## src/rtl/spi_cmd_pkg.sv

```systemverilog
package spi_cmd_pkg;

    localparam logic [7:0] A_NOP   = 8'h00;
    localparam logic [7:0] A_DATA  = 8'h01;
    localparam logic [7:0] A_READ  = 8'h02;
    localparam logic [7:0] A_CTRL  = 8'h55;
    localparam logic [7:0] A_RESET = 8'h56;
    localparam logic [7:0] A_CFG   = 8'h57;
    localparam logic [7:0] A_GAIN  = 8'h58;
    localparam logic [7:0] A_ZERO  = 8'h59;
    localparam logic [7:0] A_FEED  = 8'h95;

    localparam logic [7:0] CRC_POLY = 8'h07;
    localparam int CFG_CRC_BIT = 2;
    localparam int CFG_WD_BIT  = 3;

    // CRC-8 remainder of a full 32-bit frame, MSB first, zero seed
    function automatic logic [7:0] crc_rem(input logic [31:0] frm);
        logic [7:0] r;
        logic       fb;
        r = 8'h00;
        for (int i = 31; i >= 0; i--) begin
            fb = r[7] ^ frm[i];
            r  = {r[6:0], 1'b0};
            if (fb) r = r ^ CRC_POLY;
        end
        return r;
    endfunction

    // watchdog timeout in milliseconds per select code
    function automatic int unsigned wd_ms(input logic [1:0] sel);
        case (sel)
            2'd0:    return 10;
            2'd1:    return 51;
            2'd2:    return 102;
            default: return 204;
        endcase
    endfunction

endpackage

```

## src/rtl/spi_cmd_sync.sv

```systemverilog
module spi_cmd_sync #(
    parameter int W = 3
) (
    input  logic         clk,
    input  logic         rst_n,
    input  logic [W-1:0] async_in,
    output logic [W-1:0] level,
    output logic [W-1:0] rise,
    output logic [W-1:0] fall
);
    typedef struct packed {
        logic [W-1:0] s1;
        logic [W-1:0] s2;
        logic [W-1:0] s3;
    } sync_t;

    sync_t d, q;

    always_comb begin
        d    = q;
        d.s1 = async_in;
        d.s2 = q.s1;
        d.s3 = q.s2;
    end

    always_ff @(posedge clk or negedge rst_n) begin
        if (!rst_n) q <= '0;
        else        q <= d;
    end

    assign level = q.s2;
    assign rise  = q.s2 & ~q.s3;
    assign fall  = ~q.s2 & q.s3;

endmodule

```

## src/rtl/spi_cmd_wdog.sv

```systemverilog
module spi_cmd_wdog
    import spi_cmd_pkg::*;
#(
    parameter int TICKS_PER_MS = 50000
) (
    input  logic       clk,
    input  logic       rst_n,
    input  logic       en,
    input  logic [1:0] sel,
    input  logic       feed,
    input  logic       kill,
    output logic       flt
);
    localparam int MAX_LIM = 204 * TICKS_PER_MS;
    localparam int CW      = $clog2(MAX_LIM + 1);

    typedef struct packed {
        logic [CW-1:0] cnt;
        logic          flt;
    } wd_t;

    wd_t d, q;
    logic [CW-1:0] lim;

    always_comb begin
        lim = CW'(wd_ms(sel) * TICKS_PER_MS);
        d   = q;
        if (kill) begin
            d.cnt = '0;
            d.flt = 1'b0;
        end else if (feed || !en) begin
            d.cnt = '0;
        end else if (q.cnt >= lim - CW'(1)) begin
            d.cnt = '0;
            d.flt = 1'b1;
        end else begin
            d.cnt = q.cnt + CW'(1);
        end
    end

    always_ff @(posedge clk or negedge rst_n) begin
        if (!rst_n) q <= '0;
        else        q <= d;
    end

    assign flt = q.flt;

    // a disabled watchdog never holds a fault
    a_r10_wd_clear: assert property (@(posedge clk) disable iff (!rst_n)
        !en |-> !q.flt);

    // the fault can only appear while the watchdog was running
    a_r8_fault_needs_en: assert property (@(posedge clk) disable iff (!rst_n)
        $rose(q.flt) |-> $past(en));

endmodule

```

## src/rtl/spi_cmd_rx.sv

```systemverilog
module spi_cmd_rx
    import spi_cmd_pkg::*;
#(
    parameter int TICKS_PER_MS = 50000
) (
    input  logic        clk,
    input  logic        rst_n,
    input  logic        sclk,
    input  logic        sdi,
    input  logic        latch,
    input  logic [15:0] rd_data,
    output logic        sdo,
    output logic        wr_valid,
    output logic [7:0]  wr_addr,
    output logic [15:0] wr_data,
    output logic [5:0]  rd_sel,
    output logic        alarm_n
);
    typedef struct packed {
        logic [31:0] sh_in;
        logic [15:0] sh_out;
        logic [5:0]  rd_sel;
        logic        load_pend;
        logic        wr_valid;
        logic [7:0]  wr_addr;
        logic [15:0] wr_data;
        logic        crc_en;
        logic        wd_en;
        logic [1:0]  wd_sel;
        logic        crc_flt;
    } st_t;

    st_t d, q;

    logic [2:0]  s_lvl, s_rise, s_fall;
    logic [23:0] cmd;
    logic        crc_bad, feed, kill, wd_flt;

    spi_cmd_sync #(.W(3)) u_sync (
        .clk      (clk),
        .rst_n    (rst_n),
        .async_in ({latch, sclk, sdi}),
        .level    (s_lvl),
        .rise     (s_rise),
        .fall     (s_fall)
    );

    always_comb begin
        d            = q;
        d.wr_valid   = 1'b0;
        d.load_pend  = 1'b0;
        feed         = 1'b0;
        kill         = 1'b0;
        cmd          = q.crc_en ? q.sh_in[31:8] : q.sh_in[23:0];
        crc_bad      = q.crc_en && (crc_rem(q.sh_in) != 8'h00);

        if (s_rise[1]) d.sh_in = {q.sh_in[30:0], s_lvl[0]};

        if (q.load_pend)    d.sh_out = rd_data;
        else if (s_fall[1]) d.sh_out = {q.sh_out[14:0], 1'b0};

        if (s_rise[2]) begin
            if (crc_bad) begin
                d.crc_flt = 1'b1;
            end else begin
                case (cmd[23:16])
                    A_DATA, A_CTRL, A_GAIN, A_ZERO: begin
                        d.wr_valid = 1'b1;
                        d.wr_addr  = cmd[23:16];
                        d.wr_data  = cmd[15:0];
                    end
                    A_CFG: begin
                        d.wr_valid = 1'b1;
                        d.wr_addr  = cmd[23:16];
                        d.wr_data  = cmd[15:0];
                        d.crc_en   = cmd[CFG_CRC_BIT];
                        d.wd_en    = cmd[CFG_WD_BIT];
                        d.wd_sel   = cmd[1:0];
                        if (!cmd[CFG_CRC_BIT]) d.crc_flt = 1'b0;
                        if (!cmd[CFG_WD_BIT])  kill      = 1'b1;
                    end
                    A_RESET: begin
                        d.wr_valid = 1'b1;
                        d.wr_addr  = cmd[23:16];
                        d.wr_data  = cmd[15:0];
                        if (cmd[0]) begin
                            d.crc_en  = 1'b0;
                            d.wd_en   = 1'b0;
                            d.wd_sel  = 2'd0;
                            d.crc_flt = 1'b0;
                            kill      = 1'b1;
                        end
                    end
                    A_READ: begin
                        d.rd_sel    = cmd[5:0];
                        d.load_pend = 1'b1;
                    end
                    A_FEED:  feed = 1'b1;
                    default: ;
                endcase
            end
        end
    end

    always_ff @(posedge clk or negedge rst_n) begin
        if (!rst_n) q <= '0;
        else        q <= d;
    end

    spi_cmd_wdog #(.TICKS_PER_MS(TICKS_PER_MS)) u_wdog (
        .clk   (clk),
        .rst_n (rst_n),
        .en    (q.wd_en),
        .sel   (q.wd_sel),
        .feed  (feed),
        .kill  (kill),
        .flt   (wd_flt)
    );

    assign sdo      = q.sh_out[15];
    assign wr_valid = q.wr_valid;
    assign wr_addr  = q.wr_addr;
    assign wr_data  = q.wr_data;
    assign rd_sel   = q.rd_sel;
    assign alarm_n  = ~(q.crc_flt | wd_flt);

    // the write strobe lasts exactly one cycle
    a_r2_single_pulse: assert property (@(posedge clk) disable iff (!rst_n)
        wr_valid |=> !wr_valid);

    // only writable addresses reach the strobe
    a_r3_addr_legal: assert property (@(posedge clk) disable iff (!rst_n)
        wr_valid |-> (wr_addr == A_DATA || wr_addr == A_CTRL || wr_addr == A_RESET ||
                      wr_addr == A_CFG  || wr_addr == A_GAIN || wr_addr == A_ZERO));

    // a frame that raises the CRC fault writes nothing
    a_r6_blocked: assert property (@(posedge clk) disable iff (!rst_n)
        $rose(q.crc_flt) |-> !wr_valid);

    // the read-back word leads with its MSB
    a_r7_sdo_load: assert property (@(posedge clk) disable iff (!rst_n)
        q.load_pend |=> sdo == $past(rd_data[15]));

    // the alarm only falls while a checking feature was on
    a_r11_alarm_src: assert property (@(posedge clk) disable iff (!rst_n)
        $fell(alarm_n) |-> ($past(q.crc_en) || $past(q.wd_en)));

endmodule

```

## config.mk

```make
export PLATFORM = sky130hd
export DESIGN_NAME = spi_cmd_rx
export DESIGN_NICKNAME = d
export VERILOG_FILES = /design/src/rtl/spi_cmd_pkg.sv /design/src/rtl/spi_cmd_sync.sv /design/src/rtl/spi_cmd_wdog.sv /design/src/rtl/spi_cmd_rx.sv
export SDC_FILE = /design/constraint.sdc
export NUM_CORES = 1
export LEC_CHECK = 0
export CAP_MARGIN = 5
export CORE_MARGIN = 10
export CORE_UTILIZATION = 64
export CTS_CLUSTER_DIAMETER = 30
export CTS_CLUSTER_SIZE = 25
export DETAILED_ROUTE_END_ITERATION = 10
export GPL_ROUTABILITY_DRIVEN = 0
export PLACE_DENSITY = 0.95
export SETUP_SLACK_MARGIN = 0.15
export SYNTH_ARGS = -nofsm -noshare
export SYNTH_HDL_FRONTEND = slang
export SYNTH_SLANG_ARGS = --single-unit
```

## constraint.sdc

```tcl
create_clock -name clk -period 5.35 [get_ports clk]
set_input_delay 0.8025 -clock clk [delete_from_list [all_inputs] [get_ports clk]]
set_output_delay 0.8025 -clock clk [all_outputs]
set_load 0.02 [all_outputs]
```

==> flow_summary.toml, run 1 <==
[power_and_ir_drop]
swShare = 0.284
power_uw = 3030
p_leak_uw = 0.00372
ir_worst_vdd_mv = 0.380
p_int_uw = 2170
p_switching_uw = 861
p_comb_frac = 0.234
power_density_mw_per_mm2 = 383
seqPwrFrac = 0.366
clkPwrFrac = 0.400

[floorplan]
dieHeight_um = 124
initial_core_util = 0.662
ioPinCount = 54
coreArea_mm2 = 0.0104
chipWidth_um = 124
rows = 37
dieArea_mm2 = 0.0153

[sta]
tightest_slew_ps = 994
rsz0062_at_grt = "false"
clock.fmax_mhz = 233
maxSlewHeadroom = 0.337
period_share = 0.801
setup_ws_ps = 1060
clock_skew_ps = 11.4
slew_viol_final = 0
setup_viol = 0
hold_viol = 0
layout_min_cycle_time_ps = 4290
fin_tns_setup_ps = 0

[route]
drc = 0
drtPass1Iterations = 5
ant_nets = 0
drt-wirelength-per-cell_um = 22.0
vias_per_cell = 6.26
wirelength_um = 16600
vias = 4736
drt_iter0_drc = 575

[placed_design]
placed_area_mm2 = 0.00729
port_buffers = 53
pre_cts_ws_ps = 1170
dp_hpwl_um = 10500

[finish]
nFillCells = 561
layout_commonest_cell = "dfrtp_1"
final_cell_mix = "118 x dfrtp_1, 53 x mux2_2, 52 x clkdlybuf4s50_1, 40 x nor2_1, 34 x xnor2_1"
n_antenna_cell = 0
nets = 657
fin_area_mm2 = 0.00791
layout-drive-gt1-share = 0.194
post-route-util = 0.760
areaGrowthSynthToFinish_pct = 14.7

[synthesis]
synth_edf_count = 0
synthDistinctLibCells = 50
synth_cells = 587
ys_warn_count = 0
synth.net_count = 637
synth_top_flop_cell = "dfrtp_1"
syn_avg_cell_area_um2 = 11.8
yosysSeqAreaShare = 0.428
synth_async_sr_flop_share = 1.00
syn_area_mm2 = 0.00690
synth_seq_cells = 118

[clock_tree]
postCtsHoldBufs = 0
clk_root_buffer_cell = "clkbuf_8"
path_clk_slew_ps = 60
post_cts_resized = 0
clock_sinks = 118
clkLatencyLatePin_ps = 550
post_cts_buffers = 0
clockBufferDepth = 2
cts_tree = "built"
cts.htree.levels = 4
numCtsBuffers = 17

[worst_setup_path]
end_kind = "flop"
path_max_fanout = 15
cp-start-kind = "flop"
critPathKind = "flop to flop"
cp.arrival_ps = 4720
required_ps = 5780

[grt]
antenna_found_initial = 0
grt-ovfl-total = 0
gr-usage-all-layers = 0.227
grt_pass1_vias = 4944
grt_max_degree = 82
grt_pass1_wl_um = 26900

[job]
maxCapViolations = 0

[min_path]
hp-class = "flop to flop"

[run_status]
status = "finished clean"
-- cells by family (layout without fill, tap and decap cells) --
| family | after synthesis | count (layout) | synth area share |
|---|---|---|---|
| adders and majority gates | 29 | 29 | 0.0526 |
| and+or+nand+nor | 127 | 127 | 0.0901 |
| DFF | 118 | 118 | 0.428 |
| buffers and inverters | 74 | 107 | 0.0604 |
| xor gates and xnor gates | 75 | 75 | 0.141 |
| AOI/OAI and AO/OA | 67 | 67 | 0.0620 |
| muxes | 97 | 97 | 0.166 |
-- registers in the layout, summed over array words and instances, names as in the netlist --
| name | cells |
|---|---|
| wr_valid | 1 |
| rd_sel | 6 |
| q | 53 |
| wr_addr | 8 |
| u_sync.q | 2 |
| u_sync.d | 3 |
| u_sync.level | 3 |
| sdo | 1 |
| u_wdog.flt | 1 |
| wr_data | 16 |
| u_wdog.q | 24 |
-- synthesized netlist by cell type (3+ instances only) --
| cell | number | area (µm²) |
|---|---|---|
| mux2_4 | 22 | 330 |
| xor3_1 | 6 | 143 |
| a21o_1 | 9 | 67.6 |
| nor3_1 | 3 | 15.0 |
| buf_4 | 31 | 233 |
| buf_2 | 6 | 30.0 |
| xnor2_1 | 34 | 298 |
| buf_1 | 4 | 15.0 |
| xor2_1 | 18 | 158 |
| or3_1 | 5 | 31.3 |
| mux2i_1 | 22 | 220 |
| o211ai_1 | 3 | 22.5 |
| nand2b_1 | 5 | 31.3 |
| nor2_1 | 40 | 150 |
| nand4_1 | 6 | 37.5 |
| xnor3_1 | 13 | 293 |
| or4_1 | 3 | 22.5 |
| o21ai_0 | 28 | 140 |
| inv_1 | 16 | 60.1 |
| clkbuf_1 | 15 | 56.3 |
| a21oi_1 | 9 | 45.0 |
| dfrtp_1 | 118 | 2950 |
| mux2_2 | 53 | 597 |
| a32o_1 | 4 | 40.0 |
| ha_1 | 29 | 363 |
| nand2_1 | 28 | 105 |
| and2_1 | 6 | 37.5 |
| and3_1 | 9 | 56.3 |
| nand3_1 | 12 | 60.1 |
-- per-stage QoR --
step | hold slack (ps) | cells
6_report | 351 | 756
3_3_place_gp | 334 | 724
2_1_floorplan | 331 | 587
5_1_grt | 368 | 756
4_1_cts | 352 | 756
3_5_place_dp | 338 | 724
-- critical path, cell delays in order, from the launching register on --
cell     delay [ps]
dfrtp_1         580
xor2_1          370
xnor3_2         550
xnor3_1         370
or2_2           300
mux2_4          280
o31a_1          380
or3_1           670
buf_4           340
mux2_4          320
-- per-layer routing --
metal,GRT usage,part of all wire
met2,0.378,0.51
met5,0,0
met4,0.108,0.036
met1,0.267,0.39
met3,0.0647,0.064
-- power groups by stage --
stage          logic [µW]  registers (µW)  clock network, µW
5_1_grt               763            1120               1260
3_5_place_dp          688            1110                  0
6_report              710            1110               1210
2_1_floorplan         550            1070                  0
3_3_place_gp          659            1110                  0
4_1_cts               711            1110               1220
-- layout make-up --
type,count,area (µm²),share of cell area
repair buffers,59,573,0.0724
flip-flops and latches,118,2950,0.373
multi-input cells,395,3530,0.446
clock inverters,13,195,0.0247
well taps,136,170,0.0215
clock buffers,19,432,0.0545
inverters,16,60.1,0.00759
-- final timing paths --
| check | start | endpoint | slack (ps) | cells after the start |
|---|---|---|---|---|
| max | q[80]$_DFFE_PN0P_ | wr_data[11]$_DFFE_PN0P_ | 1060 | 9 |
| min reg2reg | u_sync.d[3]$_DFF_PN0_ | u_sync.level[0]$_DFF_PN0_ | 350 | 0 |
| min in group asynchronous | rst_n | u_wdog.q[16]$_DFF_PN0_ | 410 | 1 |
| max reg2reg | q[80]$_DFFE_PN0P_ | wr_data[11]$_DFFE_PN0P_ | 1060 | 9 |
| max in group asynchronous | rst_n | u_wdog.q[10]$_DFF_PN0_ | 3870 | 2 |
| min | u_sync.d[3]$_DFF_PN0_ | u_sync.level[0]$_DFF_PN0_ | 350 | 0 |
Note: power is estimated with default switching activity, not from simulation.
==> run 2: changes to the inputs <==
- CORE_UTILIZATION: 64 -> 53
- PLACE_DENSITY: 0.95 -> 0.87
- clock period: 5.35 -> 3.75 ns (I/O delays scaled with it)
==> flow_summary.toml, run 2 (synthesis gave the netlist of run 1 again) <==
[finish]
layout-drive-gt1-share = 0.247
n_antenna_cell = 0
multi_input_area_mm2 = 0.00360
areaGrowthSynthToFinish_pct = 19.5
fin_area_mm2 = 0.00825
post-route-util = 0.651
final_cell_mix = "113 x dfrtp_1, 53 x mux2_2, 52 x clkdlybuf4s50_1, 40 x nor2_1, 31 x xnor2_1"
area.sequential_mm2 = 0.00296
layout_commonest_cell = "dfrtp_1"
nFillCells = 914
largest_reg_flops = 53
nets = 682
regMostFlops = "q"

[route]
vias = 4613
wl_met3_um = 708
top_layer = "met4"
drt_iter0_drc = 325
ant_nets = 0
drt-wirelength-per-cell_um = 19.2
vias_per_cell = 5.65
drc = 0
drtPass1Iterations = 5
routed-wl-met2_um = 8170
wl_met1_um = 6470
wirelength_um = 15700

[sta]
layout_min_cycle_time_ps = 3600
hold_viol = 0
fin_tns_setup_ps = 0
setup_ws_ps = 150
clock_skew_ps = 8.24
tightest_slew_ps = 890
period_share = 0.960
setup_viol = 0
clock.fmax_mhz = 278
rsz0062_at_grt = "true"
maxSlewHeadroom = 0.407
slew_viol_final = 0

[placed_design]
pre_cts_ws_ps = -7.33
placed_area_mm2 = 0.00748
port_buffers = 53
dp_hpwl_um = 10800

[floorplan]
ioPinCount = 54
chipWidth_um = 134
dieHeight_um = 134
coreArea_mm2 = 0.0127
rows = 41
initial_core_util = 0.545
dieArea_mm2 = 0.0180

[worst_setup_path]
end_kind = "flop"
r2r-start = "q[77]$_DFFE_PN0P_"
path_max_fanout = 19
cp-startpoint = "q[77]$_DFFE_PN0P_"
required_ps = 4050
cp.arrival_ps = 3900
worstRegToRegCells = 9
critPathKind = "flop to flop"
cp-start-kind = "flop"

[job]
maxCapViolations = 0

[clock_tree]
cts_tree = "built"
path_clk_slew_ps = 60
cts.htree.levels = 4
clock_sinks = 118
clkLatencyLatePin_ps = 430
numCtsBuffers = 17
clk_root_buffer_cell = "clkbuf_16"
clockBufferDepth = 2

[grt]
grt_pass1_vias = 4940
grt-ovfl-total = 0
grt_max_degree = 72
antenna_found_initial = 0
gr-usage-all-layers = 0.177
grt_pass1_wl_um = 25500

[run_status]
status = "finished clean"

[min_path]
hp-class = "input port to async pin"

[power_and_ir_drop]
p_leak_uw = 0.00388
ir_worst_vdd_mv = 0.457
power_density_mw_per_mm2 = 530
==> run 2: changes by cell type in the layout (fill, tap and decap cells not counted), sizes merged <==
cell / previous run / this run
buf: 7 / 32
inv: 20 / 17
clkinv: 2 / 4
clkbuf: 19 / 20
==> run 2: per-stage QoR <==
stage	std cells	total power [µW]	hold WS [ps]
finish	817	4370	272
global route	817	4530	322
CTS	813	4370	300
detailed placement	779	2590	337
global placement	779	2540	335
floorplan	587	2310	267
==> run 2: repair_timing <==
item                                    CTS  global route
setup buffers                             2             4
hold endpoints to repair                  0             0
endpoints found under the setup margin   20            50
pin swaps                                 2             7
hold buffers                              0             0
gates resized for setup                   8            11
==> run 2: final timing paths <==
path | end | slack, ps
max | wr_data[10]$_DFFE_PN0P_ | 150
min | q[40]$_DFFE_PN0P_ | 270
max reg2reg | wr_data[10]$_DFFE_PN0P_ | 150
min reg2reg | u_sync.level[1]$_DFF_PN0_ | 350
max in group asynchronous | q[77]$_DFFE_PN0P_ | 2610
min in group clk | u_sync.level[1]$_DFF_PN0_ | 350
==> run 2: layer usage <==
layer,track usage,vias up
met1,0.199,2356
met3,0.0493,33
met5,0,-
met4,0.0774,0
met2,0.308,121
li1,-,2103
==> run 2: report_power, final <==
group	internal (µW)	switching [µW]
logic	619	448
clock network	1140	602
registers	1410	144
total	3180	1190
==> run 2: area by class of cell <==
class,instances,share of cell area
flip-flops and latches,118,0.359
multi-input cells,395,0.437
well taps,172,0.0261
clock inverters,12,0.0212
inverters,16,0.00728
repair buffers,84,0.0942
clock buffers,20,0.0554
==> run 2: critical path, stage by stage (launching register included) <==
cell and delay, ps:
dfrtp_2 470, xnor2_2 260, xnor3_1 370, xnor3_2 420, xnor3_1 380, mux2_4 320
o31a_1 320, or3_4 430, buf_12 180, mux2_4 310
==> run 3: changes to the inputs <==
- CORE_ASPECT_RATIO: not set -> 1.4
- GPL_TIMING_DRIVEN: not set -> 0
==> flow_summary.toml, run 3 (synthesis gave the netlist of run 1 again) <==
[route]
drt_iter0_drc = 452
vias = 5070
drc = 0
drt-wirelength-per-cell_um = 21.5
drtPass1Iterations = 5
vias_per_cell = 5.85
wirelength_um = 18600
ant_nets = 0

[clock_tree]
numCtsBuffers = 17
clkLatencyLatePin_ps = 420
clockBufferDepth = 2
clk_root_buffer_cell = "clkbuf_16"
cts.htree.levels = 4
cts_tree = "built"
postCtsHoldBufs = 0
clock_sinks = 118
path_clk_slew_ps = 60

[sta]
setup_ws_ps = 54.3
setup_viol = 0
clock_skew_ps = 12.4
tightest_slew_ps = 937
maxSlewHeadroom = 0.375
slew_viol_final = 0
rsz0062_at_grt = "true"
layout_min_cycle_time_ps = 3700
clock.fmax_mhz = 271
hold_viol = 0
period_share = 0.986

[finish]
n_antenna_cell = 0
nets = 751
layout_commonest_cell = "dfrtp_1"
largest_reg_flops = 53
regMostFlops = "q"
final_cells = 867
layout-drive-gt1-share = 0.311
post-route-util = 0.686
areaGrowthSynthToFinish_pct = 27.4
final_cell_mix = "109 x dfrtp_1, 74 x buf_4, 53 x mux2_2, 52 x clkdlybuf4s50_1, 40 x nor2_1"

[worst_setup_path]
crit_family = "XOR/XNOR gates"
crit_buf_inv = 2
worstPathCellList = "xnor2_4 > xnor3_1 > xnor3_2 > xnor3_1 > mux2_4 > o31a_1 > or3_1 > buf_6 > buf_12 > mux2_4"
path_depth = 10
cp.arrival_ps = 3990
crit_path_max_incr_delay_ps = 490
end_kind = "flop"
slowest_stage = "dfrtp_2"
path_max_fanout = 10
critPathKind = "flop to flop"
cp-start-kind = "flop"
worstRegToRegCells = 10
required_ps = 4050

[grt]
grt_pass1_vias = 5420
gr-usage-all-layers = 0.198
grt_max_degree = 75
grt-ovfl-total = 0
busiest_layer = "met2"
grt_pass1_wl_um = 28200
use_met2 = 0.353
grtUsageMet3 = 0.0500
grt_util_met1 = 0.201
antenna_found_initial = 0

[placed_design]
port_buffers = 53
dp.cells = 794
pre_cts_ws_ps = -242
dp_hpwl_um = 11200

[job]
maxCapViolations = 0

[floorplan]
chipWidth_um = 116
dieHeight_um = 155
rows = 49
dieArea_mm2 = 0.0180
coreArea_mm2 = 0.0128
ioPinCount = 54
initial_core_util = 0.539

[power_and_ir_drop]
ir_worst_vdd_mv = 0.347
p_leak_uw = 0.00418
power_density_mw_per_mm2 = 514
power_uw = 4520

[run_status]
status = "finished clean"

[min_path]
hp-class = "input port to async pin"
run 3: timing repair:
action | CTS | global route
pin swaps | 14 | 14
cloned | 0 | 2
buffers inserted | 19 | 20
endpoints found under the setup margin | 55 | 45
resized for setup | 37 | 25
run 3: worst paths after layout:
| path | from | to | slack [ps] |
|---|---|---|---|
| max | q[77]$_DFFE_PN0P_ | wr_data[11]$_DFFE_PN0P_ | 50 |
| min | rst_n | q[56]$_DFFE_PN0P_ | 290 |
| max reg2reg | q[77]$_DFFE_PN0P_ | wr_data[11]$_DFFE_PN0P_ | 50 |
| min reg2reg | u_sync.d[4]$_DFF_PN0_ | u_sync.level[1]$_DFF_PN0_ | 350 |
| max in group asynchronous | rst_n | q[78]$_DFFE_PN0P_ | 2680 |
| min in group clk | u_sync.d[4]$_DFF_PN0_ | u_sync.level[1]$_DFF_PN0_ | 350 |
run 3: area by class of cell:
class | count | area [µm²]
fillers | 799 | 4020
multi-input cells | 395 | 3670
flip-flops and latches | 118 | 2960
repair buffers | 95 | 857
clock buffers | 21 | 470
plain buffers | 58 | 434
well taps | 153 | 191
clock inverters | 11 | 148
inverters | 16 | 60.1
run 3: per-layer routing:
layer	up-vias	share of wire
li1	2244	-
met3	86	0.048
met4	0	0.060
met1	2520	0.36
met2	220	0.54
met5	-	0
run 3: power breakdown:
part,total [µW],leakage (µW),switching (µW),internal (µW)
logic,1240,0.00232,522,721
clock network,1700,0.000292,604,1100
registers,1580,0.00157,162,1420
run 3: per-stage QoR:
stage | cell area [µm²] | TNS (ps) | hold slack, ps
6_report | 8790 | 0 | 286
5_1_grt | 8790 | 0 | 364
4_1_cts | 8590 | 0 | 325
3_5_place_dp | 7650 | -6930 | 336
3_3_place_gp | 7630 | -261340 | 333
2_1_floorplan | 6910 | 0 | 267
